===== src/rtl/ens_avg_diff.sv =====
module ens_avg_diff #(
  parameter int ALPHA = 4,
  parameter int NOUT  = 4,
  parameter int ADC_W = 12,
  localparam int CW     = $clog2(ALPHA),
  localparam int OW     = $clog2(NOUT),
  localparam int ACC_W  = ADC_W + $clog2(ALPHA + 1),
  localparam int DIFF_W = ACC_W + 1,
  localparam int RES_W  = DIFF_W + 1
) (
  input  logic                    clk,
  input  logic                    rst_n,
  input  logic                    smp_valid,
  output logic                    smp_ready,
  input  logic                    smp_neg,
  input  logic [CW-1:0]           smp_copy,
  input  logic [OW-1:0]           smp_out,
  input  logic signed [ADC_W-1:0] smp_data,
  input  logic                    smp_last,
  input  logic [NOUT*ALPHA-1:0]   act_mask,
  input  logic [15:0]             scale_q15,
  output logic                    res_valid,
  input  logic                    res_ready,
  output logic [OW-1:0]           res_idx,
  output logic signed [RES_W-1:0] res_data
);
  localparam int PROD_W = DIFF_W + 17;

  logic signed [ACC_W-1:0] pacc [NOUT];
  logic signed [ACC_W-1:0] nacc [NOUT];
  logic [15:0]   scale_q;
  logic          emit;
  logic [OW-1:0] ptr;

  wire take     = smp_valid && smp_ready;
  wire in_range = (int'(smp_copy) < ALPHA) && (int'(smp_out) < NOUT);
  wire hit      = in_range && act_mask[int'(smp_out) * ALPHA + int'(smp_copy)];
  wire done     = emit && res_ready && (int'(ptr) == NOUT - 1);

  assign smp_ready = !emit;
  assign res_valid = emit;
  assign res_idx   = ptr;

  logic signed [DIFF_W-1:0] diff;
  logic signed [PROD_W-1:0] prod, rnd;
  assign diff = DIFF_W'(pacc[ptr]) - DIFF_W'(nacc[ptr]);
  assign prod = PROD_W'(diff) * PROD_W'($signed({1'b0, scale_q}));
  assign rnd  = prod + (PROD_W'(1) <<< 14);
  assign res_data = RES_W'(rnd >>> 15);

  always_ff @(posedge clk or negedge rst_n) begin
    if (!rst_n) begin
      for (int o = 0; o < NOUT; o++) begin
        pacc[o] <= '0;
        nacc[o] <= '0;
      end
      scale_q <= '0;
      emit    <= 1'b0;
      ptr     <= '0;
    end else begin
      if (done) begin
        for (int o = 0; o < NOUT; o++) begin
          pacc[o] <= '0;
          nacc[o] <= '0;
        end
        emit <= 1'b0;
        ptr  <= '0;
      end else if (emit && res_ready) begin
        ptr <= ptr + 1'b1;
      end
      if (take && hit) begin
        if (smp_neg) nacc[smp_out] <= nacc[smp_out] + ACC_W'(smp_data);
        else         pacc[smp_out] <= pacc[smp_out] + ACC_W'(smp_data);
      end
      if (take && smp_last) begin
        emit    <= 1'b1;
        ptr     <= '0;
        scale_q <= scale_q15;
      end
    end
  end

  // stalled result held
  a_r7_hold: assert property (@(posedge clk) disable iff (!rst_n)
    res_valid && !res_ready |=> res_valid && $stable(res_idx) && $stable(res_data));

  // indices step by one per transfer
  a_r6_step: assert property (@(posedge clk) disable iff (!rst_n)
    res_valid && res_ready && (int'(res_idx) != NOUT - 1) |=> res_valid && (res_idx == $past(res_idx) + 1'b1));

  // emission starts at index zero
  a_r6_start: assert property (@(posedge clk) disable iff (!rst_n)
    $rose(res_valid) |-> res_idx == '0);

  // captured scale frozen during emission
  a_r5_scale: assert property (@(posedge clk) disable iff (!rst_n)
    res_valid && !(res_ready && int'(res_idx) == NOUT - 1) |=> $stable(scale_q));

  // last transfer reopens the input
  a_r8_reopen: assert property (@(posedge clk) disable iff (!rst_n)
    res_valid && res_ready && (int'(res_idx) == NOUT - 1) |=> !res_valid && smp_ready);

  // sums stay within ALPHA full-scale samples
  a_r9_no_overflow: assert property (@(posedge clk) disable iff (!rst_n)
    (int'(pacc[ptr]) <= ALPHA * (2 ** (ADC_W - 1))) && (int'(pacc[ptr]) >= -ALPHA * (2 ** (ADC_W - 1))) &&
    (int'(nacc[ptr]) <= ALPHA * (2 ** (ADC_W - 1))) && (int'(nacc[ptr]) >= -ALPHA * (2 ** (ADC_W - 1))));
endmodule


===== config.mk =====
export PLATFORM = sky130hd
export DESIGN_NAME = ens_avg_diff
export DESIGN_NICKNAME = d
export VERILOG_FILES = /design/src/rtl/ens_avg_diff.sv
export SDC_FILE = /design/constraint.sdc
export NUM_CORES = 1
export LEC_CHECK = 0
export BUFFER_PORTS_ARGS = -buffer_cell sky130_fd_sc_hd__buf_2
export CORE_AREA = 2 2 169 171
export DETAILED_ROUTE_END_ITERATION = 10
export DIE_AREA = 0 0 171 173
export GPL_TIMING_DRIVEN = 1
export MAX_ROUTING_LAYER = met4
export PLACE_DENSITY = 0.79
export SYNTH_ARGS = -nofsm -noshare
export SYNTH_HDL_FRONTEND = slang
export SYNTH_SLANG_ARGS = --single-unit

===== constraint.sdc =====
create_clock -name clk -period 13.05 [get_ports clk]
set_input_delay 2.61 -clock clk [delete_from_list [all_inputs] [get_ports clk]]
set_output_delay 2.61 -clock clk [all_outputs]
set_load 0.05 [all_outputs]

# Yosys cells after proc, flatten, opt, wreduce, memory -nomap -nowiden
# Cells that the tools add are included.
# op_classes
n_addsub	6
mul	1
order_cmp	4
n_eq_ne	1
n_mux	30
bitwise	2
n_reduce_logical	9
# ops
op	count
$mux 60	6
$mux 15	9
$bmux 15 s2	4
$bwmux 60	2
$add 32x16->32 const B	1
$mul 16x17->32	1
$add 15x12->15	2
$demux 15 s2	1
$sub 15x15->16	1
$ge 3x3->1 const B	2
$logic_and 1x1->1	6
$mux 2	3
$not 2->3	2
$add 4x2->5	1
$lt 5x5->1 const B	1
$bmux 1 s4	1
$mux 1	4
$lt 3x1->1 const B	1
$reduce_bool 3->1	1
$add 2x1->2 const B	1
$eq 2x1->1 const B	1
$reduce_bool 2->1	1
$logic_not 1->1	1
# word_totals
register_bits	139
in_bits	54
output_inout_bits	21
elab_cells	64

# Longest topological paths before layout
# Gate-level depths: netlist of run 1.
# depth
depth_word	8
ltp_mapped	35
ltp_nobuf	33

# Worst setup path after synthesis of run 1
# No wires, ideal clock.
# synth_path
kind	reg-to-output
from	register ptr[0] (netlist: res_idx[0])
to	output res_data[15]
arrival_time_ns	9.685
required_time_ns	10.440
setup_slack_ns	0.755
path_stages_with_launch	36
n_path_buf	2
cell_sequence	dfrtp_1 -> buf_1 -> mux4_2 -> inv_1 -> ha_1 -> inv_1 -> fa_1 -> a21o_1 -> a21oi_2 -> o21bai_2 -> a211oi_2 -> nor3_1 -> nor2_1 -> xnor2_1 -> clkbuf_1 -> nand2_1 -> fa_1 -> inv_1 -> fa_1 -> inv_1 -> fa_1 -> inv_1 -> fa_1 -> fa_1 -> inv_1 -> fa_1 -> inv_1 -> ha_1 -> a211oi_1 -> o21ai_0 -> a211oi_1 -> o31ai_2 -> a221o_1 -> a21oi_1 -> o21ai_0 -> a21oi_1
# synth_via
elab_chain_cells	7
word_cells_on_any_way	10
classes_between	add/sub: 2; mul: 1; mux: 6; bitwise: 1
# synth_rtl
item	line_no	source
from (decl)	33	logic [OW-1:0] ptr;
from (signal assigned)	69	ptr <= ptr + 1'b1;
$not 2->3 (implied by the code) *	46	assign diff = DIFF_W'(pacc[ptr]) - DIFF_W'(nacc[ptr]);
$bmux 15 s2	46	
$mux 15 (implied by the code) (2 in series)	46	
$sub 15x15->16 *	46	
$mul 16x17->32 *	47	assign prod = PROD_W'(diff) * PROD_W'($signed({1'b0, scale_q}));
$add 32x16->32 *	48	assign rnd = prod + (PROD_W'(1) <<< 14);
to (decl)	25	output logic signed [RES_W-1:0] res_data
# Mark *: on every way between the ends. The rest lies on a longest branch, timed or not. The select of a mux whose other input is x is not followed.

# Final worst setup path of run 1
# layout_path
from	register ptr[0] (netlist: res_idx[0])
to	output res_data[14]
# Same word-level chain as after synthesis.

==> impl_results.md, run 1 <==
- Status: finished, final reports clean
- Post-layout min period: 12.53 ns
- CTS tree: done
- Synth cell types: 57
- Post-synth top area share: 23.5%
- Initial antenna violation count: 2
- Gate Count Post-Synth: 1728
- Routed WL: 40.4 mm
- First DRT Iteration DRCs: 979
- Hold Path Sink: pacc[18]
- Hold Path Origin: pacc[18]
- Number of port buffers: 74
- Arr. time, crit path: 9.92 ns
- Worst path most repeated cell: fa_1
- Final Max Tran Viols: 0
- Worst path slowest cell: o31ai_1
- Largest family of logic cells by synthesized area: adder cells
- MaxCap Viol Count: 0
- Row count: 61
- Starting Density: 60.8%
- Most numerous cell in the Yosys netlist: inv_1
- Adder-cell share of the synthesized area: 35.2%
- Total clock sinks: 139
- Die Area: 29600 µm²
- All-Layer GR Usage: 29.9%
- Routability cong.: 0.904
- Detailed placement HPWL: 29.9 mm
- Largest net degree at the start of global routing: 123
- Setup TNS: 0 ns
- Compound-gate portion of the synthesized area: 8.34%
- Slew margin rel.: 15.1%
- Final Skew: 0.0167 ns
- Vias per cell: 6.02
- Vias: 13.0k
- CTS buffer count: 17
- Total global routing overflow: 0
- First-pass GRT wire length: 67.6 mm
- Final hold viol count: 0
- # hold bufs at CTS: 0
- Simple-gate portion of the synthesized area: 14.9%
- Nature of the critical path startpoint: flip-flop
- Worst hold stages: 2
- H-tree levels: 4
- Leading register cell type out of synthesis: dfrtp_1
- Mapped cell area: 16800 µm²
- R2r setup slk: 9.64 ns
- Fmax achieved: 79.8 MHz
- Synth Area in XOR/XNOR: 2.97%
- Post-synth EDFFs: 0
- Hold Path Class: reg2reg
- Seq/Total Area, Yosys: 20.7%
- Crit end category: primary output
- NumNets Final: 2166
- # fillers: 2146
- Synthesized Nets: 2136
- Final Cycle Share: 96.0%
- Core area: 27600 µm²
- Drt wl/cell: 18.8 µm
- Share of layout cells above drive strength 1: 12.9%
- CP max stage delay: 0.65 ns
- Final antenna-violating net count: 0
- Reg2Reg Depth: 12
- Path type of the worst setup path: reg2out
- Syn-to-layout area delta: 7.96%
- Top cells by count, synth: inv_1 (276), fa_1 (197), nand2_1 (166)
- Maximum fanout along the worst path: 16
- Die Height: 173 µm
- CTS root buf: clkbuf_16
- IO Count: 75
- Drt first pass iters: 5
- Synthesized area per cell: 9.72 µm²
- Ys async rst share: 100%
- DRC Markers: 0
- RR Startpoint: nacc[0]
- Largest cells by area after synthesis: fa_1 (23%), dfrtp_1 (21%), ha_1 (12%)
- RR Endpoint: nacc[29]
- Clock Latency Late Sink: 0.45 ns
- Post-synth top area cell: fa_1
- Count of state elements after synthesis: 139
- Clock transition at path regs: 0.06 ns
- RSZ-0062 raised after global routing: no
- Die width: 171 µm
- Worst-Margin Slew: 1.27 ns
- CTS Buffer Depth: 2
- Syn. warnings: 0
- Final setup violation count: 0
- Post-synthesis mux area share: 9.77%
- Vias in the first global route: 13.7k
- Critical Path RT: 10.44 ns
routing by layer:
layer | global-route usage [%] | up-vias | routed length, µm
met5 | - | - | 0
met4 | 11.9 | 0 | 1460
met3 | 6.25 | 109 | 2980
met2 | 47.8 | 533 | 20000
met1 | 37.4 | 6525 | 16000
li1 | - | 5784 | -
repair_timing:
| item | in CTS | in global routing |
|---|---|---|
| resized for setup | 0 | 1 |
| setup buffers | 0 | 3 |
| setup endpoints to repair | 0 | 2 |
cell families after synthesis:
family                   Yosys count
multiplexers                      82
adder cells (fa/ha/maj)          354
buffers and inverters            360
AO/OA/AOI/OAI                    230
XOR/XNOR                          57
AND/OR/NAND/NOR                  506
flip-flops                       139
metrics by stage:
stage | instance area [µm²] | hold WS (ns) | util (%) | worst slack (ns) | instances
global route | 18100 | 0.561 | 65.6 | 0.142 | 2151
CTS | 18100 | 0.523 | 65.5 | 0.379 | 2146
finish | 18100 | 0.523 | 65.6 | 0.524 | 2151
detailed placement | 17500 | 0.507 | 63.3 | 0.872 | 2114
global placement | 17500 | 0.495 | 63.3 | 0.985 | 2114
floorplan | 16800 | 0.476 | - | 0.755 | 1728
worst max-delay path by stage:
stage	to	from	depth (start not counted)
after floorplan	res_data[15]	res_idx[0]	35
after global placement	res_data[14]	res_idx[0]	33
after detailed placement	res_data[14]	res_idx[0]	29
after CTS	res_data[14]	res_idx[0]	29
after global routing	res_data[15]	res_idx[0]	33
final	res_data[14]	res_idx[0]	33
flip-flops by register name (all words and copies together) (netlist names):
name / flops
scale_q: 16
res_idx: 2
pacc: 60
nacc: 60
res_valid: 1
cell type report:
class / instances / area [µm²] / share of cell area [%]
diodes: 2 / 5.00 / 0.0276
clock buffers: 17 / 425 / 2.35
clock inverters: 15 / 170 / 0.938
inverters: 276 / 1040 / 5.71
multi-input cells: 1229 / 12000 / 66.2
flip-flops and latches: 139 / 3480 / 19.2
well taps: 378 / 473 / 2.61
repair buffers: 95 / 547 / 3.02
worst max-delay path, delay by kind of cell, from the launching register on:
family | cells | cell delay [ns]
adders and majority gates | 9 | 3.72
AOI/OAI and AO/OA | 13 | 3.24
buffers and inverters | 7 | 1.02
muxes | 1 | 0.55
DFF | 1 | 0.53
xor gates and xnor gates | 2 | 0.28
and+or+nand+nor | 1 | 0.11
cells in the final DEF (no fill, tap or decap), types with 35 or more instances in the layout:
master	instances
inv_1	276
fa_1	197
nand2_1	166
ha_1	157
dfrtp_1	138
nand3_1	134
o21ai_0	122
and2_1	91
buf_2	73
mux4_2	64
a21oi_1	35
Power of run 1 is left out: the tool's default activity adds up to more than one toggle a clock period on the data nets, which glitch-free logic cannot reach.
==> run 2: changes to the inputs <==
- CORE_AREA: 2 2 169 171 -> 2 2 183 185
- DIE_AREA: 0 0 171 173 -> 0 0 185 187
- PLACE_DENSITY: 0.79 -> 0.69
==> run 2 against run 1 <==
Net effect: final cell count rose by 3.3%; worst hold slack got worse by 0.0029 ns; register-to-register slack improved by 0.08 ns; routed wire length rose by 0.26%; non-clock buffer count rose by 2; die area rose by 17%; first-iteration DRC count fell by 20%; fmax rose by 1.5%; critical endpoint unchanged.
==> impl_results.md, run 2 (same netlist as run 1, synthesis figures left out) <==
- Number of port buffers: 74
- Commonest non-fill, non-tap cell in the layout: inv_1
- RR Startpoint: nacc[0]
- RR Endpoint: nacc[14]
- Clock Latency Late Sink: 0.45 ns
- Slew margin rel.: 12.3%
- Non-Filler Instances: 2221
- Critical Path RT: 10.44 ns
- Maximum fanout along the worst path: 12
- R2r setup slk: 9.72 ns
- # hold bufs at CTS: 0
- Final hold slack: 0.520 ns
- Final Max Tran Viols: 0
- MaxCap Viol Count: 0
- Total clock sinks: 139
- H-tree levels: 4
- Placed Cells: 2186
- Routed WL: 40.5 mm
- All-Layer GR Usage: 25.9%
- CTS root buf: clkbuf_16
- Final Skew: 0.0120 ns
- Hold Path Sink: nacc[18]
- Core area: 32900 µm²
- Die Height: 187 µm
- Final hold viol count: 0
- Die Area: 34600 µm²
- Arr. time, crit path: 9.73 ns
- Worst-Margin Slew: 1.32 ns
- CP max stage delay: 0.64 ns
- Routability cong.: 0.873
- IO Count: 75
- Row count: 67
- Drt wl/cell: 18.2 µm
- CTS tree: done
- Fmax achieved: 81.1 MHz
- Vias per cell: 5.67
- Worst path slowest cell: dfrtp_2
- # fillers: 2940
- Clock transition at path regs: 0.07 ns
- Largest regs: nacc (60), pacc (60), scale_q (16)
- Syn-to-layout area delta: 8.34%
- First-pass GRT wire length: 68.5 mm
- DRC Markers: 0
- Total global routing overflow: 0
- Reg2Reg Depth: 12
- Worst hold stages: 2
- Setup TNS: 0 ns
- First DRT Iteration DRCs: 784
- RSZ-0062 raised after global routing: no
- Initial antenna violation count: 0
- CTS buffer count: 17
- Die width: 185 µm
- NumNets Final: 2168
- Largest net degree at the start of global routing: 122
- Final Cycle Share: 94.5%
- Share of layout cells above drive strength 1: 12.9%
- Post-layout min period: 12.34 ns
- # diodes: 0
- CTS Buffer Depth: 2
- Commonest non-fill, non-tap cells in the layout: inv_1 (276), fa_1 (197), nand2_1 (166)
- Path type of the worst setup path: reg2out
- Hold Path Class: reg2reg
- Detailed placement HPWL: 29.7 mm
- Hold Path Origin: nacc[18]
- Vias in the first global route: 13.5k
- Final setup violation count: 0
- Status: finished, final reports clean
- Vias: 12.6k
- Worst path most repeated cell: fa_1
- Nature of the critical path startpoint: flip-flop
- Crit end category: primary output
- Drt first pass iters: 8
- Starting Density: 51.1%
- Final antenna-violating net count: 0
[run 2: cell count changes in the layout (fill, tap and decap cells not counted)]
| cell | previous run | this run |
|---|---|---|
| clkinvlp_4 | 1 | 4 |
| inv_8 | 6 | 3 |
| buf_4 | 20 | 22 |
| diode_2 | 2 | 0 |
| a2111oi_0 | 3 | 2 |
| a2111oi_1 | 0 | 1 |
| clkbuf_1 | 0 | 1 |
| clkinv_2 | 1 | 2 |
| clkinv_8 | 1 | 0 |
| inv_6 | 4 | 3 |
| xnor2_1 | 30 | 31 |
| xnor2_2 | 3 | 2 |
[run 2: final cells by class]
cell class,instances,area (µm²),share of cell area [%]
multi-input combinational,1229,12000,65.9
sequential,139,3480,19.1
inverter,276,1040,5.69
timing repair buffer,97,562,3.09
tap,448,561,3.08
clock buffer,18,429,2.36
clock inverter,14,139,0.763
[run 2: worst max-delay path by stage]
stage / startpoint / to / cells after the start
after floorplan: res_idx[0] / res_data[15] / 35
after global placement: res_idx[0] / res_data[14] / 31
after detailed placement: res_idx[0] / res_data[14] / 31
after CTS: res_idx[0] / res_data[14] / 33
after global routing: res_idx[0] / res_data[15] / 33
final: res_idx[0] / res_data[14] / 33
[run 2: stage by stage]
stage,utilization [%],setup slack (ns),instance area (µm²)
2_1_floorplan,-,0.755,16800
3_3_place_gp,53.5,0.916,17600
3_5_place_dp,53.5,0.764,17600
4_1_cts,55.2,0.338,18100
5_1_grt,55.4,0.125,18200
6_report,55.4,0.712,18200
[run 2: critical path: cells and delay by family, from the launching register on]
family / cells / cell delay, ns
xor gates and xnor gates: 2 / 0.42
DFF: 1 / 0.64
muxes: 1 / 0.56
and+or+nand+nor: 3 / 0.31
AOI/OAI and AO/OA: 11 / 2.58
adders and majority gates: 9 / 3.92
buffers and inverters: 7 / 0.84
[run 2: layer usage]
layer / vias to the layer above / track usage (%) / wire length [µm]
li1: 5787 / - / -
met1: 6374 / 33.1 / 17400
met2: 355 / 42.7 / 19900
met3: 70 / 3.68 / 2030
met4: 0 / 8.09 / 1130
met5: - / - / 0
[run 2: repair_timing]
action,in CTS,in global routing
endpoints found under the setup margin,0,5
resized for setup,0,3
setup buffers,0,3
Power of run 2 is left out for the same reason.
